===== src/rtl/i2c_regport_pkg.sv =====
package i2c_regport_pkg;

  localparam int BYTE_W = 8;

  typedef enum logic [3:0] {
    ST_IDLE,
    ST_ADDR,
    ST_ADDR_ACK,
    ST_PTR,
    ST_PTR_ACK,
    ST_WDATA,
    ST_WDATA_ACK,
    ST_RDATA,
    ST_RACK
  } bus_state_t;

endpackage


===== src/rtl/i2c_regport_sync.sv =====
module i2c_regport_sync #(
  parameter int                WIDTH   = 4,
  parameter int                STAGES  = 2,
  parameter logic [WIDTH-1:0]  RST_VAL = '0
) (
  input  logic             clk,
  input  logic             rst,
  input  logic [WIDTH-1:0] d,
  output logic [WIDTH-1:0] q
);

  logic [STAGES-1:0][WIDTH-1:0] pipe;

  always_ff @(posedge clk) begin
    if (rst) pipe <= {STAGES{RST_VAL}};
    else     pipe <= {pipe[STAGES-2:0], d};
  end

  assign q = pipe[STAGES-1];

endmodule


===== src/rtl/i2c_regport_events.sv =====
module i2c_regport_events (
  input  logic clk,
  input  logic rst,
  input  logic scl_s,
  input  logic sda_s,
  input  logic cs_s,
  output logic start_ev,
  output logic stop_ev,
  output logic scl_rise,
  output logic scl_fall,
  output logic spi_mode
);

  logic scl_q, sda_q, cs_q;

  always_ff @(posedge clk) begin
    if (rst) begin
      scl_q    <= 1'b1;
      sda_q    <= 1'b1;
      cs_q     <= 1'b0;
      spi_mode <= 1'b0;
    end else begin
      scl_q <= scl_s;
      sda_q <= sda_s;
      cs_q  <= cs_s;
      if (cs_q && !cs_s) spi_mode <= 1'b1;
    end
  end

  assign start_ev = scl_q && scl_s && sda_q && !sda_s;
  assign stop_ev  = scl_q && scl_s && !sda_q && sda_s;
  assign scl_rise = !scl_q && scl_s;
  assign scl_fall = scl_q && !scl_s;

endmodule


===== src/rtl/i2c_regport_bank.sv =====
module i2c_regport_bank #(
  parameter int NUM_REGS = 16,
  parameter int PTR_W    = 4
) (
  input  logic                  clk,
  input  logic                  rst,
  input  logic                  wr_en,
  input  logic [PTR_W-1:0]      wr_addr,
  input  logic [7:0]            wr_data,
  input  logic [PTR_W-1:0]      rd_addr,
  output logic [7:0]            rd_data,
  output logic [NUM_REGS*8-1:0] regs_flat
);

  for (genvar r = 0; r < NUM_REGS; r++) begin : g_reg
    logic [7:0] q;
    always_ff @(posedge clk) begin
      if (rst)                                    q <= '0;
      else if (wr_en && (wr_addr == PTR_W'(r)))   q <= wr_data;
    end
    assign regs_flat[r*8 +: 8] = q;
  end

  assign rd_data = regs_flat[{rd_addr, 3'b000} +: 8];

endmodule


===== src/rtl/i2c_regport_ctrl.sv =====
module i2c_regport_ctrl
  import i2c_regport_pkg::*;
#(
  parameter int         NUM_REGS    = 16,
  parameter int         PTR_W       = 4,
  parameter logic [4:0] ADDR_PREFIX = 5'b10011
) (
  input  logic             clk,
  input  logic             rst,
  input  logic             spi_mode,
  input  logic             start_ev,
  input  logic             stop_ev,
  input  logic             scl_rise,
  input  logic             scl_fall,
  input  logic             sda_s,
  input  logic [1:0]       dev_lo,
  input  logic [7:0]       rd_data,
  output logic             sda_oe,
  output logic             wr_en,
  output logic [PTR_W-1:0] wr_addr,
  output logic [7:0]       wr_data,
  output logic [PTR_W-1:0] ptr
);

  localparam logic [PTR_W-1:0] LAST = PTR_W'(NUM_REGS - 1);

  bus_state_t st;
  logic [7:0] sh;
  logic [2:0] cnt;
  logic       byte_done;
  logic       rw;
  logic       nack;
  logic       incr;
  logic [6:0] dev_addr;

  assign dev_addr = {ADDR_PREFIX, dev_lo};

  function automatic logic [PTR_W-1:0] ptr_next(input logic [PTR_W-1:0] p);
    return (p == LAST) ? '0 : p + PTR_W'(1);
  endfunction

  always_ff @(posedge clk) begin
    if (rst) begin
      st        <= ST_IDLE;
      sh        <= '0;
      cnt       <= '0;
      byte_done <= 1'b0;
      rw        <= 1'b0;
      nack      <= 1'b0;
      incr      <= 1'b0;
      ptr       <= '0;
      sda_oe    <= 1'b0;
      wr_en     <= 1'b0;
      wr_addr   <= '0;
      wr_data   <= '0;
    end else begin
      wr_en <= 1'b0;
      if (spi_mode) begin
        st        <= ST_IDLE;
        sda_oe    <= 1'b0;
        byte_done <= 1'b0;
      end else if (stop_ev) begin
        st        <= ST_IDLE;
        sda_oe    <= 1'b0;
        byte_done <= 1'b0;
      end else if (start_ev) begin
        st        <= ST_ADDR;
        sda_oe    <= 1'b0;
        cnt       <= '0;
        byte_done <= 1'b0;
      end else begin
        case (st)
          ST_ADDR, ST_PTR, ST_WDATA: begin
            if (scl_rise) begin
              sh  <= {sh[6:0], sda_s};
              cnt <= cnt + 3'd1;
              if (cnt == 3'd7) byte_done <= 1'b1;
            end else if (scl_fall && byte_done) begin
              byte_done <= 1'b0;
              if (st == ST_ADDR) begin
                if (sh[7:1] == dev_addr) begin
                  sda_oe <= 1'b1;
                  rw     <= sh[0];
                  st     <= ST_ADDR_ACK;
                end else begin
                  st <= ST_IDLE;
                end
              end else if (st == ST_PTR) begin
                incr   <= sh[7];
                ptr    <= sh[PTR_W-1:0];
                sda_oe <= 1'b1;
                st     <= ST_PTR_ACK;
              end else begin
                wr_en   <= 1'b1;
                wr_addr <= ptr;
                wr_data <= sh;
                if (incr) ptr <= ptr_next(ptr);
                sda_oe  <= 1'b1;
                st      <= ST_WDATA_ACK;
              end
            end
          end
          ST_ADDR_ACK: begin
            if (scl_fall) begin
              cnt <= '0;
              if (rw) begin
                sh     <= rd_data;
                sda_oe <= ~rd_data[7];
                st     <= ST_RDATA;
              end else begin
                sda_oe <= 1'b0;
                st     <= ST_PTR;
              end
            end
          end
          ST_PTR_ACK, ST_WDATA_ACK: begin
            if (scl_fall) begin
              sda_oe <= 1'b0;
              cnt    <= '0;
              st     <= ST_WDATA;
            end
          end
          ST_RDATA: begin
            if (scl_fall) begin
              if (cnt == 3'd7) begin
                sda_oe <= 1'b0;
                cnt    <= '0;
                st     <= ST_RACK;
                if (incr) ptr <= ptr_next(ptr);
              end else begin
                sh     <= {sh[6:0], 1'b0};
                sda_oe <= ~sh[6];
                cnt    <= cnt + 3'd1;
              end
            end
          end
          ST_RACK: begin
            if (scl_rise) begin
              nack <= sda_s;
            end else if (scl_fall) begin
              if (nack) begin
                st <= ST_IDLE;
              end else begin
                sh     <= rd_data;
                sda_oe <= ~rd_data[7];
                st     <= ST_RDATA;
              end
            end
          end
          default: ;
        endcase
      end
    end
  end

endmodule


===== src/rtl/i2c_regport.sv =====
module i2c_regport #(
  parameter int         NUM_REGS    = 16,
  parameter int         SYNC_STAGES = 2,
  parameter logic [4:0] ADDR_PREFIX = 5'b10011
) (
  input  logic                  clk,
  input  logic                  rst,
  input  logic                  scl_i,
  input  logic                  sda_i,
  output logic                  sda_oe,
  input  logic                  strap_a1_i,
  input  logic                  strap_a0_cs_i,
  output logic [NUM_REGS*8-1:0] regs_o,
  output logic                  spi_mode_o
);

  localparam int PTR_W = $clog2(NUM_REGS);

  logic [3:0]       pins_s;
  logic             scl_s, sda_s, cs_s, a1_s;
  logic             start_ev, stop_ev, scl_rise, scl_fall;
  logic             wr_en;
  logic [PTR_W-1:0] wr_addr, ptr;
  logic [7:0]       wr_data, rd_data;

  i2c_regport_sync #(
    .WIDTH   (4),
    .STAGES  (SYNC_STAGES),
    .RST_VAL (4'b0011)
  ) u_sync (
    .clk (clk),
    .rst (rst),
    .d   ({strap_a1_i, strap_a0_cs_i, sda_i, scl_i}),
    .q   (pins_s)
  );

  assign scl_s = pins_s[0];
  assign sda_s = pins_s[1];
  assign cs_s  = pins_s[2];
  assign a1_s  = pins_s[3];

  i2c_regport_events u_events (
    .clk      (clk),
    .rst      (rst),
    .scl_s    (scl_s),
    .sda_s    (sda_s),
    .cs_s     (cs_s),
    .start_ev (start_ev),
    .stop_ev  (stop_ev),
    .scl_rise (scl_rise),
    .scl_fall (scl_fall),
    .spi_mode (spi_mode_o)
  );

  i2c_regport_ctrl #(
    .NUM_REGS    (NUM_REGS),
    .PTR_W       (PTR_W),
    .ADDR_PREFIX (ADDR_PREFIX)
  ) u_ctrl (
    .clk      (clk),
    .rst      (rst),
    .spi_mode (spi_mode_o),
    .start_ev (start_ev),
    .stop_ev  (stop_ev),
    .scl_rise (scl_rise),
    .scl_fall (scl_fall),
    .sda_s    (sda_s),
    .dev_lo   ({a1_s, cs_s}),
    .rd_data  (rd_data),
    .sda_oe   (sda_oe),
    .wr_en    (wr_en),
    .wr_addr  (wr_addr),
    .wr_data  (wr_data),
    .ptr      (ptr)
  );

  i2c_regport_bank #(
    .NUM_REGS (NUM_REGS),
    .PTR_W    (PTR_W)
  ) u_bank (
    .clk       (clk),
    .rst       (rst),
    .wr_en     (wr_en),
    .wr_addr   (wr_addr),
    .wr_data   (wr_data),
    .rd_addr   (ptr),
    .rd_data   (rd_data),
    .regs_flat (regs_o)
  );

endmodule


===== config.mk =====
export PLATFORM = sky130hd
export DESIGN_NAME = i2c_regport
export DESIGN_NICKNAME = d
export VERILOG_FILES = /design/src/rtl/i2c_regport_pkg.sv /design/src/rtl/i2c_regport_sync.sv /design/src/rtl/i2c_regport_events.sv /design/src/rtl/i2c_regport_bank.sv /design/src/rtl/i2c_regport_ctrl.sv /design/src/rtl/i2c_regport.sv
export SDC_FILE = /design/constraint.sdc
export NUM_CORES = 1
export LEC_CHECK = 0
export ABC_CLOCK_PERIOD_IN_PS = 4300
export BUFFER_PORTS_ARGS = -buffer_cell sky130_fd_sc_hd__buf_2
export CORE_ASPECT_RATIO = 1.5
export CORE_UTILIZATION = 55
export CTS_CLUSTER_DIAMETER = 60
export DETAILED_ROUTE_END_ITERATION = 6
export PLACE_DENSITY = 0.79
export SLEW_MARGIN = 25
export SYNTH_ARGS = -nofsm -noshare
export SYNTH_HDL_FRONTEND = slang
export SYNTH_SLANG_ARGS = --single-unit

===== constraint.sdc =====
create_clock -name clk -period 4.3 [get_ports clk]
set_input_delay 1.075 -clock clk [delete_from_list [all_inputs] [get_ports clk]]
set_output_delay 1.075 -clock clk [all_outputs]
set_load 0.01 [all_outputs]

==> results of run 1 <==
## cell usage after synthesis (3+ instances only)
| cell | n | area share [%] |
|---|---|---|
| sky130_fd_sc_hd__a211oi_1 | 5 | 0.46 |
| sky130_fd_sc_hd__a21oi_1 | 26 | 1.6 |
| sky130_fd_sc_hd__a221oi_1 | 4 | 0.43 |
| sky130_fd_sc_hd__a22oi_1 | 21 | 1.9 |
| sky130_fd_sc_hd__a311oi_1 | 7 | 0.75 |
| sky130_fd_sc_hd__a31oi_1 | 3 | 0.23 |
| sky130_fd_sc_hd__a32oi_1 | 5 | 0.53 |
| sky130_fd_sc_hd__and2_1 | 5 | 0.38 |
| sky130_fd_sc_hd__and3_1 | 3 | 0.23 |
| sky130_fd_sc_hd__buf_2 | 9 | 0.55 |
| sky130_fd_sc_hd__buf_4 | 14 | 1.3 |
| sky130_fd_sc_hd__buf_6 | 6 | 0.82 |
| sky130_fd_sc_hd__clkbuf_1 | 36 | 1.6 |
| sky130_fd_sc_hd__dfxtp_1 | 177 | 43 |
| sky130_fd_sc_hd__ha_1 | 3 | 0.46 |
| sky130_fd_sc_hd__inv_1 | 5 | 0.23 |
| sky130_fd_sc_hd__mux2i_1 | 181 | 22 |
| sky130_fd_sc_hd__mux4_2 | 14 | 3.8 |
| sky130_fd_sc_hd__nand2_1 | 21 | 0.96 |
| sky130_fd_sc_hd__nand2b_1 | 9 | 0.69 |
| sky130_fd_sc_hd__nand3_1 | 8 | 0.49 |
| sky130_fd_sc_hd__nand3b_1 | 5 | 0.46 |
| sky130_fd_sc_hd__nor2_1 | 162 | 7.4 |
| sky130_fd_sc_hd__nor2_2 | 10 | 0.76 |
| sky130_fd_sc_hd__nor2b_1 | 9 | 0.69 |
| sky130_fd_sc_hd__nor3_1 | 5 | 0.31 |
| sky130_fd_sc_hd__o211ai_1 | 5 | 0.46 |
| sky130_fd_sc_hd__o21ai_0 | 16 | 0.98 |
| sky130_fd_sc_hd__or2_2 | 8 | 0.61 |
| sky130_fd_sc_hd__or3_1 | 7 | 0.53 |
## registers in the layout, summed over array words and instances, names as in the netlist, 3 cells and up
name,cells
u_ctrl.ptr,4
u_ctrl.wr_addr,4
u_ctrl.cnt,3
u_bank.g.q,128
u_sync.q,4
u_ctrl.st,4
u_ctrl.sh,8
u_sync.pipe,4
u_ctrl.wr_data,8
## final cells by class
type                            count  area, um^2
Clock buffer                       20       456.7
Multi-Input combinational cell    584        4255
Timing Repair Buffer              137       709.4
Sequential cell                   177        3547
Fill cell                        1175        5147
Tap cell                          196       245.2
Inverter                            5       18.77
Clock inverter                     12       146.4
## power breakdown
part	total (W)	leakage, nW	switching [W]	internal, W
logic	0.0000995	2.22	0.0000668	0.0000326
clock network	0.00159	0.298	0.000691	0.000904
registers	0.00166	1.43	0.0000143	0.00165
## through the flow
stage	util, %	setup slack [ps]
2_1_floorplan	-	2342
6_report	64.57	1782
3_3_place_gp	60.39	1759
3_5_place_dp	60.41	1822
5_1_grt	64.57	1582
4_1_cts	64.57	1832
## per-layer routing
| layer | track usage [%] | share of wire [%] | up-vias |
|---|---|---|---|
| li1 | - | - | 3135 |
| met1 | 34.98 | 39 | 3320 |
| met2 | 50.30 | 52 | 266 |
| met3 | 5.138 | 5.1 | 58 |
| met4 | 16.45 | 3.9 | 0 |
| met5 | 0 | 0 | - |
## kinds of logic (layout without fill, tap and decap cells)
family,Yosys count,in the layout,share of synthesized area (%)
AND/OR/NAND/NOR,269,269,15.37
adder cells (fa/ha/maj),3,3,0.4579
flip-flops,177,177,43.22
multiplexers,195,195,25.95
XOR/XNOR,4,4,0.4274
AO/OA/AOI/OAI,113,113,9.707
buffers and inverters,73,174,4.869
## path summary, 6_finish.rpt
| check | end | slack [ps] | depth (start not counted) |
|---|---|---|---|
| worst max-delay path | u_ctrl.sh[5] | 1780 | 4 |
| worst min-delay path | u_sync.q[1] | 410 | 1 |
| worst max register to register | u_ctrl.sh[5] | 1780 | 4 |
| worst min register to register | u_sync.q[1] | 410 | 1 |
## worst register-to-register path, cell delays in order (launching register included)
cell and delay [ps]:
sky130_fd_sc_hd__dfxtp_1 780, sky130_fd_sc_hd__nor2b_1 800, sky130_fd_sc_hd__a22oi_1 250, sky130_fd_sc_hd__a32oi_1 390, sky130_fd_sc_hd__a311oi_1 140
==> summary.md, run 1 <==
| Metric | Value |
|---|---|
| Setup violators final | 0 |
| Highest fanout seen on the critical path | 16 |
| Tightest Hold Check Type | reg -> reg |
| Source of the worst register-to-register timing path | u_ctrl.ptr[1] |
| Diodes inserted | 0 |
| Critical path endpoint category | flop |
| Share of synthesized area occupied by flip-flops and latches | about 43% |
| Achievable frequency | 397.2 MHz |
| Count of buffer and inverter cells on the critical path | 0 |
| Core region area | 14,530 um^2 |
| CP delay by family, top | simple AND/OR/NAND/NOR gates |
| Number of antenna violations at the first check in global routing | 0 |
| Max VDD drop | between 0.2 and 0.25 mV |
| Clock root buffer master | sky130_fd_sc_hd__clkbuf_16 |
| Reg clk slew, reported paths | about 70 ps |
| Max-slew violation count | 0 |
| Area after DPL | 8776 um^2 |
| Number of buffers inserted during clock tree synthesis | 17 |
| Most frequent standard cell in the layout excluding fill and tap cells | sky130_fd_sc_hd__mux2i_1 |
| Startpoint Class | flop |
| Total overflow reported by the global router | 0 |
| Worst hold margin | about 400 ps |
| EDFF count, synth | 0 |
| Number of vias in the routed layout | 6,779 |
| Pwr Density | 357.7 nW/um^2 |
| I/O pin total | 136 |
| Final wirelength | 22,740 um |
| Clk_lat worst skew | 430 ps |
| Net count, final | 931 |
| Critical path arrival | 2790 ps |
| Run status | complete, no violations |
| P_leak | about 3.9 nW |
| H-Tree Depth | 4 |
| Largest net degree at the start of global routing | 117 |
| Ys async rst share | 0% |
| P&R area growth vs syn | 14.41% |
| Number of sinks handled by clock tree synthesis | 177 |
| Cells after synthesis | 834 |
| DR WL/cell | 20.10 um |
| Post-route minimum period | 2518 ps |
| Overall Power | 0.003355 W |
| Synth Cell Area | between 8000 and 9000 um^2 |
| Synthesized Nets | 843 |
| Length of the first detailed-routing pass in iterations | 5 |
| Most frequently used flop master after synthesis | sky130_fd_sc_hd__dfxtp_1 |
| Finished layout cell area | 9379 um^2 |
| Synthesis warning total | 0 |
| Total Negative Setup Slacks | 0 ps |
| Fraction of final layout cells with drive strength greater than 1 | around 22% |
| Post-detailed-route via-to-cell ratio | 5.994 |
| DIE AREA | ~15,000 um^2 |
| Initial detailed-routing violation count | roughly 550 |
| DRT antenna net count | 0 |
| Starting Density | 56.43% |
| Clock tree from TritonCTS | built |
| Max-capacitance violation count | 0 |
| Fin crit share | 58.55% |
| RSZ-0062 raised after global routing | no |
| Most used cells in the layout excluding fill and tap cells | 181 x sky130_fd_sc_hd__mux2i_1, 176 x sky130_fd_sc_hd__dfxtp_1, 162 x sky130_fd_sc_hd__nor2_1, 134 x sky130_fd_sc_hd__buf_2, 26 x sky130_fd_sc_hd__a21oi_1 |
| Actual transition at the worst max-transition pin | 1005 ps |
| PostCTS Resize Cnt | 0 |
| DRC violation count after routing | 0 |
| Placement Rows | 54 |
| Number of hold-slack violations in the final timing report | 0 |
| Dpl cells | 1,099 |
| Die Ht | between 150 and 200 um |
| Relative slew slack | about a third |
| Routability-driven placement congestion ratio | 0.9419 |
| Layout Skew | 8.786 ps |
| Post-synthesis cell type count | 64 |
| Number of I/O port buffers | 135 |
| Vias in the first global route | 6,293 |
| Finished Layout Cells | 1,131 |
| GRT Total Usage | 29.56% |
| Die extent in x | 101.7 um |
| Wire length of the first global-routing pass | 34,380 um |
| Start point of the worst min-delay path | u_sync.pipe[1] |
| Register bit count reported by yosys | approximately 180 |
| Launch point of the worst path | u_ctrl.ptr[1] |
| DP Wirelength | ~15,000 um |
| Max clock buf depth | 2 |
| Critical setup path kind | reg -> reg |
| Number of hold buffers added after CTS | 0 |
| Cells along the critical path | nor2b_1 > a22oi_1 > a32oi_1 > a311oi_1 |
| Cell at the slowest stage of the critical path | sky130_fd_sc_hd__nor2b_1 |
| Slowest Stage Delay on Critical Path | 800 ps |
| Required time worst endpoint | 4570 ps |
| Setup repair bufs after CTS | 0 |
| Avg Cell Area, Syn | slightly below 10 um^2 |
Power figures use the tool's default switching activity.
==> run 2, diff against run 1 <==
- ABC_AREA: default -> 1
- ABC_CLOCK_PERIOD_IN_PS: 4300 -> 2500
- clock period: 4.3 -> 2.5 ns (I/O delays scaled with it)
==> run 2 against run 1 <==
- fmax is 27% higher
- register-to-register slack worse by 1300 ps
- via count is 26% higher
- largest cell class unchanged
- sequential share of layout area is 1.3 points lower
- final area is 3.4% higher
- synthesized area is 2.1% higher
- highest routed layer unchanged
- utilization is 1.3 points higher
==> summary.md, run 2 <==
| Metric | Value |
|---|---|
| Diodes inserted | 0 |
| Critical path endpoint category | flop |
| Pwr Density | roughly 750 nW/um^2 |
| Startpoint Class | flop |
| Part of the power in combinational logic | ~22% |
| Biggest area contributors in the synthesized netlist | sky130_fd_sc_hd__dfxtp_1 42%, sky130_fd_sc_hd__nand2_1 12%, sky130_fd_sc_hd__a21oi_1 9.4%, sky130_fd_sc_hd__o21ai_0 8.8%, sky130_fd_sc_hd__inv_1 7.3% |
| Setup violators final | 0 |
| Clock tree from TritonCTS | built |
| Relative slew slack | 43.41% |
| Post-synthesis cell type count | 32 |
| PostCTS Resize Cnt | 0 |
| Yosys top cell area share | 42.32% |
| Register name with the most flops | u_bank.g.q |
| Endpoint of the worst hold path | u_sync.pipe[0] |
| Number of buffers inserted during clock tree synthesis | 17 |
| Finished layout cell area | 9697 um^2 |
| Avg Cell Area, Syn | 6.698 um^2 |
| Length of the first detailed-routing pass in iterations | 7 |
| Clk_lat worst skew | roughly 440 ps |
| Run status | complete, no violations |
| Number of hold buffers added after CTS | 0 |
| Number of antenna violations at the first check in global routing | 0 |
| Vias in the first global route | 7,945 |
| Max-slew violation count | 0 |
| Core region area | 14,730 um^2 |
| Die Ht | 153.1 um |
| Switching pwr | 0.002501 W |
| Reg clk slew, reported paths | around 70 ps |
| Register bit count reported by yosys | approximately 180 |
| Most used cells in the layout excluding fill and tap cells | 273 x sky130_fd_sc_hd__nand2_1, 176 x sky130_fd_sc_hd__dfxtp_1, 162 x sky130_fd_sc_hd__inv_1, 157 x sky130_fd_sc_hd__a21oi_1, 148 x sky130_fd_sc_hd__o21ai_0 |
| Share of synthesized area occupied by flip-flops and latches | 42.32% |
| Endpoint of the lowest-slack register-to-register path | u_ctrl.wr_data[7] |
| Start point of the worst min-delay path | scl_i |
| Area after DPL | a little over 9000 um^2 |
| Sequential Power Share | 42.6% |
| Synth Cell Area | 8373 um^2 |
| Switching portion of total power | approximately a third |
| Actual transition at the worst max-transition pin | 848.0 ps |
| Max-capacitance violation count | 0 |
| Number of vias in the routed layout | 8,574 |
| Ys async rst share | 0% |
| Source of the worst register-to-register timing path | u_ctrl.st[3] |
| Layout Skew | 10.91 ps |
| Cells after synthesis | approximately 1,300 |
| P_leak | approximately 4.5 nW |
| Flip-flop count of the largest register, all copies and words added | 128 |
| Placement Setup Slack | 569.6 ps |
| Clk network pwr share | 35.1% |
| Fraction of final layout cells with drive strength greater than 1 | about 17% |
| Largest registers | u_bank.g.q x128, u_ctrl.sh x8, u_ctrl.wr_data x8 |
| RSZ-0062 raised after global routing | no |
| DIE AREA | approximately 16,000 um^2 |
| Most frequent standard cell in the layout excluding fill and tap cells | sky130_fd_sc_hd__nand2_1 |
| Starting Density | 56.85% |
| Initial detailed-routing violation count | 629 |
| Internal | 0.004776 W |
| Hold Path Cell Cnt | 2 |
| DP Wirelength | 17,460 um |
| Total overflow reported by the global router | 0 |
| P&R area growth vs syn | 15.81% |
| Largest net degree at the start of global routing | 157 |
| Synthesized Nets | 1,259 |
| Final wirelength | 25,190 um |
| DR WL/cell | 16.13 um |
| Top post-synthesis cells by count | 273 x sky130_fd_sc_hd__nand2_1, 177 x sky130_fd_sc_hd__dfxtp_1, 163 x sky130_fd_sc_hd__inv_1, 157 x sky130_fd_sc_hd__a21oi_1, 148 x sky130_fd_sc_hd__o21ai_0 |
| Worst hold margin | ~370 ps |
| Number of hold-slack violations in the final timing report | 0 |
| Max clock buf depth | 2 |
| Die extent in x | 102.7 um |
| Synthesis warning total | 0 |
| Fin crit share | 79.06% |
| DRT antenna net count | 0 |
| Most frequently used flop master after synthesis | sky130_fd_sc_hd__dfxtp_1 |
| H-Tree Depth | 4 |
| Count leader, synth | sky130_fd_sc_hd__nand2_1 |
| Achievable frequency | a little over 500 MHz |
| Post-layout util | 65.83% |
| Clock root buffer master | sky130_fd_sc_hd__clkbuf_16 |
| Critical setup path kind | reg -> reg |
| Highest fanout seen on the critical path | 24 |
| Flop2flop setup slack | around 520 ps |
| Fin worst setup slack | about 520 ps |
| Max VDD drop | 0.4119 mV |
| Critical path arrival | 2270 ps |
| Tightest Hold Check Type | in -> reg |
| Routability-driven placement congestion ratio | 0.9504 |
| Setup repair bufs after CTS | 0 |
| Number of I/O port buffers | ~140 |
| Number of sinks handled by clock tree synthesis | about 180 |
| Placement Rows | 54 |
| Total Negative Setup Slacks | 0 ps |
| Net count, final | 1,361 |
| Post-route minimum period | 1976 ps |
| Wire length of the first global-routing pass | 39,720 um |
| I/O pin total | approximately 140 |
| Post-detailed-route via-to-cell ratio | 5.493 |
| Cell depth of the worst flop-to-flop path | 8 |
| EDFF count, synth | 0 |
| Cell type with the largest total area after synthesis | sky130_fd_sc_hd__dfxtp_1 |
| DRC violation count after routing | 0 |
| GRT Total Usage | 32.88% |
| Required time worst endpoint | 2790 ps |
==> run 2: changes by cell type after synthesis, moves of 13 or more <==
cell                      before  now
sky130_fd_sc_hd__nor2_1      162   91
sky130_fd_sc_hd__nand3_1       8   92
sky130_fd_sc_hd__a21oi_1      26  157
sky130_fd_sc_hd__inv_1         5  163
sky130_fd_sc_hd__buf_2         9   30
sky130_fd_sc_hd__o21ai_0      16  148
sky130_fd_sc_hd__nand2_1      21  273
sky130_fd_sc_hd__mux4_2       14    0
sky130_fd_sc_hd__buf_4        14    1
sky130_fd_sc_hd__a22oi_1      21    0
sky130_fd_sc_hd__mux2i_1     181    0
==> run 2: logic make-up (layout without fill, tap and decap cells) <==
family / count (synthesis) / in the layout / share of synthesized area [%]
adder cells (fa/ha/maj): 3 / 3 / 0.4483
buffers and inverters: 241 / 356 / 11.49
flip-flops: 177 / 177 / 42.32
AO/OA/AOI/OAI: 319 / 319 / 19.23
AND/OR/NAND/NOR: 510 / 510 / 26.51
==> run 2: metal layers <==
metal  global-route usage, %  wire length [um]
met1                   36.71              9504
met4                   23.68              1843
met2                   54.67             12260
met5                       0                 0
met3                   6.219              1582
==> run 2: through the flow <==
stage / cells / power (W)
final: 1561 / 0.007277
after global routing: 1561 / 0.007642
after CTS: 1561 / 0.007267
after detailed placement: 1529 / 0.004762
after global placement: 1529 / 0.004742
after floorplan: 1250 / 0.004368
==> run 2: worst max-delay path, cell delays in order (launching register included) <==
cell and delay, ps:
sky130_fd_sc_hd__dfxtp_1 360, sky130_fd_sc_hd__nor2_2 220, sky130_fd_sc_hd__nand2_2 220, sky130_fd_sc_hd__nand2_4 150, sky130_fd_sc_hd__inv_2 50, sky130_fd_sc_hd__nor2_2 90
sky130_fd_sc_hd__nand3_2 360, sky130_fd_sc_hd__o21ai_0 330, sky130_fd_sc_hd__a21oi_1 60
==> run 2: area by class of cell <==
class / count / area (um^2)
clock buffer: 19 / 432.9
multi-input combinational: 832 / 3867
clock inverter: 13 / 117.6
tap: 196 / 245.2
fill: 1419 / 5032
inverter: 172 / 648.1
sequential: 177 / 3545
timing repair buffer: 152 / 840.8
==> run 2: worst max path at each step <==
stage	cells past startpoint	slack (ps)	to	startpoint
finish	8	520	u_ctrl.wr_data[7]	u_ctrl.st[3]
global route	8	290	u_ctrl.wr_data[7]	u_ctrl.st[3]
detailed placement	8	570	u_ctrl.wr_data[7]	u_ctrl.st[3]
CTS	8	560	u_ctrl.wr_data[7]	u_ctrl.st[3]
floorplan	5	1030	u_bank.g_reg[15].q[0]	rst
global placement	8	640	u_ctrl.wr_data[7]	u_ctrl.st[3]
==> run 2: power by group through the flow <==
| stage | clock, W | sequential, W | combinational [W] |
|---|---|---|---|
| global placement | 0 | 0.00316 | 0.00159 |
| finish | 0.00255 | 0.00310 | 0.00162 |
| CTS | 0.00256 | 0.00310 | 0.00161 |
| floorplan | 0 | 0.00310 | 0.00127 |
| global route | 0.00270 | 0.00311 | 0.00183 |
| detailed placement | 0 | 0.00316 | 0.00160 |
